--- config.mk ---
export PLATFORM = sky130hd
export DESIGN_NAME = noise_reject_irq
export DESIGN_NICKNAME = d
export VERILOG_FILES = /design/src/rtl/noise_reject_irq.sv
export SDC_FILE = /design/constraint.sdc
export NUM_CORES = 1
export LEC_CHECK = 0
export ABC_AREA = 1
export BUFFER_PORTS_ARGS = -buffer_cell sky130_fd_sc_hd__buf_4
export CAP_MARGIN = 20
export CORE_MARGIN = 1.5
export CORE_UTILIZATION = 48
export DETAILED_ROUTE_END_ITERATION = 8
export PLACE_DENSITY_LB_ADDON = 0.1
export SLEW_MARGIN = 20
export SYNTH_ARGS = -nofsm -noshare
export SYNTH_HDL_FRONTEND = slang
export SYNTH_SLANG_ARGS = --single-unit
export TNS_END_PERCENT = 100
--- constraint.sdc ---
create_clock -name clk -period 1.23 [get_ports clk]
set_input_delay 0.0615 -clock clk [delete_from_list [all_inputs] [get_ports clk]]
set_output_delay 0.0615 -clock clk [all_outputs]
set_load 0.02 [all_outputs]
--- src/rtl/noise_reject_irq.sv ---
module noise_reject_irq #(
  parameter int DIV_MID     = 32,
  parameter int DIV_SLOW    = 128,
  parameter int SYNC_STAGES = 2
) (
  input  logic       clk,
  input  logic       rst_n,
  input  logic       pin_raw,
  input  logic [1:0] flt_sel,
  input  logic [1:0] det_mode,
  output logic       flt_level,
  output logic       irq_pulse
);

  localparam int CW = $clog2(DIV_SLOW);

  logic [SYNC_STAGES-1:0] sync_q;
  logic                   pin_s;
  logic [1:0]             sel_q;
  logic [CW-1:0]          cnt;
  logic [CW:0]            lim;
  logic                   smp;
  logic                   sel_chg;
  logic                   tick;
  logic                   upd;

  assign pin_s = sync_q[SYNC_STAGES-1];

  always_comb begin
    case (flt_sel)
      2'b00:   lim = (CW+1)'(1);
      2'b01:   lim = (CW+1)'(DIV_MID);
      default: lim = (CW+1)'(DIV_SLOW);
    endcase
  end

  assign sel_chg = (flt_sel != sel_q);
  assign tick    = !sel_chg && ({1'b0, cnt} == lim - (CW+1)'(1));
  assign upd     = tick && (pin_s == smp) && (pin_s != flt_level);

  always_ff @(posedge clk or negedge rst_n) begin
    if (!rst_n) begin
      sync_q    <= '0;
      sel_q     <= 2'b00;
      cnt       <= '0;
      smp       <= 1'b0;
      flt_level <= 1'b0;
      irq_pulse <= 1'b0;
    end else begin
      sync_q <= {sync_q[SYNC_STAGES-2:0], pin_raw};
      sel_q  <= flt_sel;
      if (sel_chg || tick) cnt <= '0;
      else                 cnt <= cnt + 1'b1;
      if (sel_chg)   smp <= flt_level;
      else if (tick) smp <= pin_s;
      if (upd) flt_level <= pin_s;
      irq_pulse <= upd && (pin_s ? det_mode[0] : det_mode[1]);
    end
  end

endmodule

## Word-level counts from Yosys, hierarchy flattened

Cells that the tools add are included.

| operators by class | value |
|---|---|
| equal/unequal tests | 5 |
| multiplexer cells | 5 |
| reduce and logical (&&, ||, !) cells | 8 |
| add/sub/neg operators | 2 |

Operators with widths:

| kind | number |
|---|---|
| case mux 8 bit (2 select lines) | 1 |
| equality test 7 x 8 -> 1 bit | 1 |
| subtractor 8 x 1 -> 8 bit, second input constant | 1 |
| adder 7 x 1 -> 7 bit, second input constant | 1 |
| two-way mux 7 bit | 1 |
| logical AND 1 bit | 4 |
| two-way mux 1 bit | 3 |
| equality test 2 x 1 -> 1 bit, second input constant | 1 |
| zero test 2 bit | 1 |
| inequality test 2 bit | 1 |
| nonzero test 2 bit | 1 |
| equality test 1 bit | 1 |
| zero test 1 bit | 1 |
| logical OR 1 bit | 1 |
| inequality test 1 bit | 1 |

| storage, ports and cells | value |
|---|---|
| register bits after elaboration | 14 |
| logic and storage cells | 26 |
| input port bits | 7 |
| output and inout bits | 2 |

## Depth between registers and ports, before layout

| depth | value |
|---|---|
| word-level depth | 8 |
| gate-level depth with buffers | 9 |
| depth with buffers taken out | 9 |

## Least setup slack after synthesis

OpenSTA, ideal clock, no wires.

| timing | value |
|---|---|
| kind | reg-to-reg |
| start point | register cnt[0] |
| end point | register cnt[6] |
| arrival time | 1.065 ns |
| library setup time | 0.118 ns |
| stages on the path, launching flop included | 7 |
| path buffers | 0 |
| slack | 0.047 ns |
| path through | dfrtp_1 ha_1 inv_1 nor3_1 nand2_1 xor2_1 nor2_1 |

| between the ends | value |
|---|---|
| longest elaborated chain between the ends | 4 |
| elaborated cells between the ends (all ways) | 5 |
| classes of those cells | 1 x add/sub; 1 x eq/ne; 1 x mux; 2 x reduce/logical |

RTL lines:

| item | line | text |
|---|---|---|
| from (decl) | 20 | `logic [CW-1:0] cnt;` |
| from (signal assigned) | 53 | `else cnt <= cnt + 1'b1;` |
| parallel branches: the longest is 3 deep, another holds adder 7 x 1 -> 7 bit | - |  |
| two-way mux 7 bit (*) | 52 | `if (sel_chg \|\| tick) cnt <= '0;` |

Mark *: on every way between the ends.
A chain may end at the register's enable or synchronous reset.

## Worst setup path in the final report

| timing | value |
|---|---|
| start point | register cnt[1] |
| end point | register cnt[6] |

The elaborated chain is that of the path after synthesis.

==> flow_metrics.tcl <==
set metrics [dict create \
    fmax_mhz 847 \
    grt_use_total_pct 17.7 \
    fin_cells 118 \
    via_count 561 \
    hold_class "in -> reg" \
    syn_area_um2 698 \
    rows 13 \
    rr_endpoint "cnt[6]" \
    combinationalPowerShare_pct 14.2 \
    die_h_um 41.1 \
    clk_latency_ns 0.27 \
    vdd_ir_drop_max_v 0.000772 \
    nNetsFinal 113 \
    synthesis.nets 93 \
    max_slew_margin_pct 87.1 \
    io_pins 9 \
    clk_pin_slew_ns 0.08 \
    drtIter0Drc 6 \
    cp.required_ns 1.40 \
    critPathLaunchType "flop" \
    grt_pass1_wl_um 1850 \
    layout_commonest_cell "nand2_1" \
    switching_share_pct 25.0 \
    max_cap_violations 0 \
    place_hpwl_um 853 \
    drc_errors 0 \
    vias_per_cell 4.75 \
    grt.overflow.total 0 \
    antenna_found_initial 0 \
    crit_end "cnt[6]" \
    nFillCells 118 \
    cts_buffer_depth 2 \
    io_buffers 8 \
    arrival_ns 1.35 \
    ys_seq_area_share_pct 50.2 \
    clock_skew_ns 0.00117 \
    ff2ff_path_depth 6 \
    syn_inst 85 \
    worstSetupEndpointType "flop" \
    clock_sinks 14 \
    final_core_util_pct 65.1 \
    drtPass1Iterations 2 \
    synth.ff_latch_count 14 \
    finalSetupViolCount 0 \
    ys.flop_type "dfrtp_1" \
    synth_edf_count 0 \
    initial_core_util_pct 52.3 \
    ys_async_sr_fraction_pct 100 \
    rsz0062_at_grt "true" \
    power_density_nw_per_um2 987 \
    cp_max_fo 4 \
    period_share_pct 96.0 \
    area_growth_pct 24.4 \
    h-tree-depth 1 \
    hold_path_depth 3 \
    seq_power_share_pct 57.0 \
    critPathLaunch "cnt[1]" \
    ys_warn_count 0 \
    report.final.slew_viol_count 0 \
    synth_cell_types 17 \
    drive_above_1_share_pct 23.3 \
    status "finished clean" \
    avgRoutedWirePerCell_um 10.7 \
    ff2ff_setup_slack_ns 0.05 \
    post-route-min-period_ns 1.18 \
    cts_tree "yes" \
    hold_viol 0 \
    most-common-layout-cells "nand2_1 (19), dfrtp_1 (14), nor2_1 (13)" \
    p_leak_nw 0.420 \
    tightest_slew_ns 0.194 \
    dieArea_um2 1690 \
    power_switching_uw 214 \
    wl_um 1260 \
    root_buffer "clkbuf_4" \
    p_int_uw 643 \
    routabilityCongestion 0.717 \
    ant_nets 0 \
    n_antenna_cell 0 \
    clockPowerShare_pct 28.8 \
    path_class "reg -> reg" \
    placedCellCount 109 \
    reg2reg_from "cnt[1]" \
    cts_inserted_buffers 3 \
    grt_pass1_vias 454 \
    postSynthAreaPerCell_um2 8.21 \
    coreArea_um2 1330 \
    grt_max_degree 15 \
    die_x_um 41.1 \
]
[cells in the mapped netlist, types with 2 or more instances]
library cell	instances	area [µm²]
dfrtp_1	14	350
inv_1	13	48.8
nand2_1	19	71.3
nand2_2	3	18.8
nand3_1	4	20.0
nand4_1	2	12.5
nor2_1	13	48.8
nor2_2	2	12.5
nor3_1	2	10.0
o21ai_0	2	10.0
xnor2_1	3	26.3
xor2_1	3	26.3
[worst min-delay path by stage]
stage                 from        end  slack, ns
6_report       det_mode[1]  irq_pulse       0.04
3_3_place_gp         rst_n   sel_q[1]      -0.08
5_1_grt        det_mode[1]  irq_pulse       0.05
3_5_place_dp         rst_n   sel_q[1]      -0.08
4_1_cts        det_mode[1]  irq_pulse       0.02
2_1_floorplan        rst_n     cnt[0]      -0.23
[power groups by stage]
| stage | sequential [mW] | clock, mW | combinational, mW |
|---|---|---|---|
| final | 0.489 | 0.247 | 0.122 |
| after global routing | 0.491 | 0.276 | 0.141 |
| after CTS | 0.488 | 0.262 | 0.120 |
| after detailed placement | 0.498 | 0 | 0.103 |
| after global placement | 0.497 | 0 | 0.103 |
| after floorplan | 0.497 | 0 | 0.0621 |
[area by class of cell]
cell class	count	area (µm²)	area share [%]
Inverter	13	48.8	5.62
Multi-Input combinational cell	59	313	36.0
Clock buffer	3	22.5	2.59
Timing Repair Buffer	14	115	13.3
Sequential cell	14	350	40.3
Tap cell	15	18.8	2.16
[critical path, stage by stage, from the launching register on]
cell	delay [ns]
dfrtp_1	0.39
ha_2	0.20
inv_1	0.06
nor3_2	0.14
nand2_1	0.09
xor2_1	0.15
nor2_1	0.05
[per-layer routing]
metal | global-route usage, % | vias to the layer above | share of wire (%) | routed length (µm)
met5 | 0 | - | 0 | 0
met4 | 9.68 | 0 | 0.48 | 6
met3 | 4.89 | 2 | 2.4 | 30
met2 | 27.0 | 5 | 46 | 581
met1 | 22.5 | 254 | 51 | 640
li1 | - | 300 | - | -
[state kept, by name, summed over array words and instances (netlist names)]
signal and flops:
sel_q 2, irq_pulse 1, cnt 7, smp 1, sync_q 2, flt_level 1
[stage by stage]
stage | setup TNS [ns] | setup slack (ns) | power [mW] | hold WS (ns) | cell area [µm²]
floorplan | 0 | 0.0467 | 0.559 | -0.234 | 698
global placement | 0 | 0.0353 | 0.600 | -0.0812 | 785
detailed placement | -0.0514 | -0.0514 | 0.601 | -0.0780 | 785
CTS | 0 | 0.00930 | 0.870 | 0.0246 | 862
global route | -0.151 | -0.0348 | 0.908 | 0.0481 | 868
finish | 0 | 0.0493 | 0.857 | 0.0363 | 868
[kinds of logic after synthesis]
group,share of synthesized area (%)
xor+xnor,7.53
compound gates,4.12
buf+inv,6.99
simple gates,29.4
flops,50.2
fa+ha+maj,1.79
[repair_timing]
item / in CTS / in global routing
pin swaps: 0 / 5
hold buffers: 4 / 0
gates cloned: 0 / 1
buffers inserted: 1 / 0
hold endpoints to repair: 17 / 0
gates resized for setup: 2 / 2
setup endpoints to repair: 1 / 7
No activity file was read; power rests on OpenSTA's default activity.
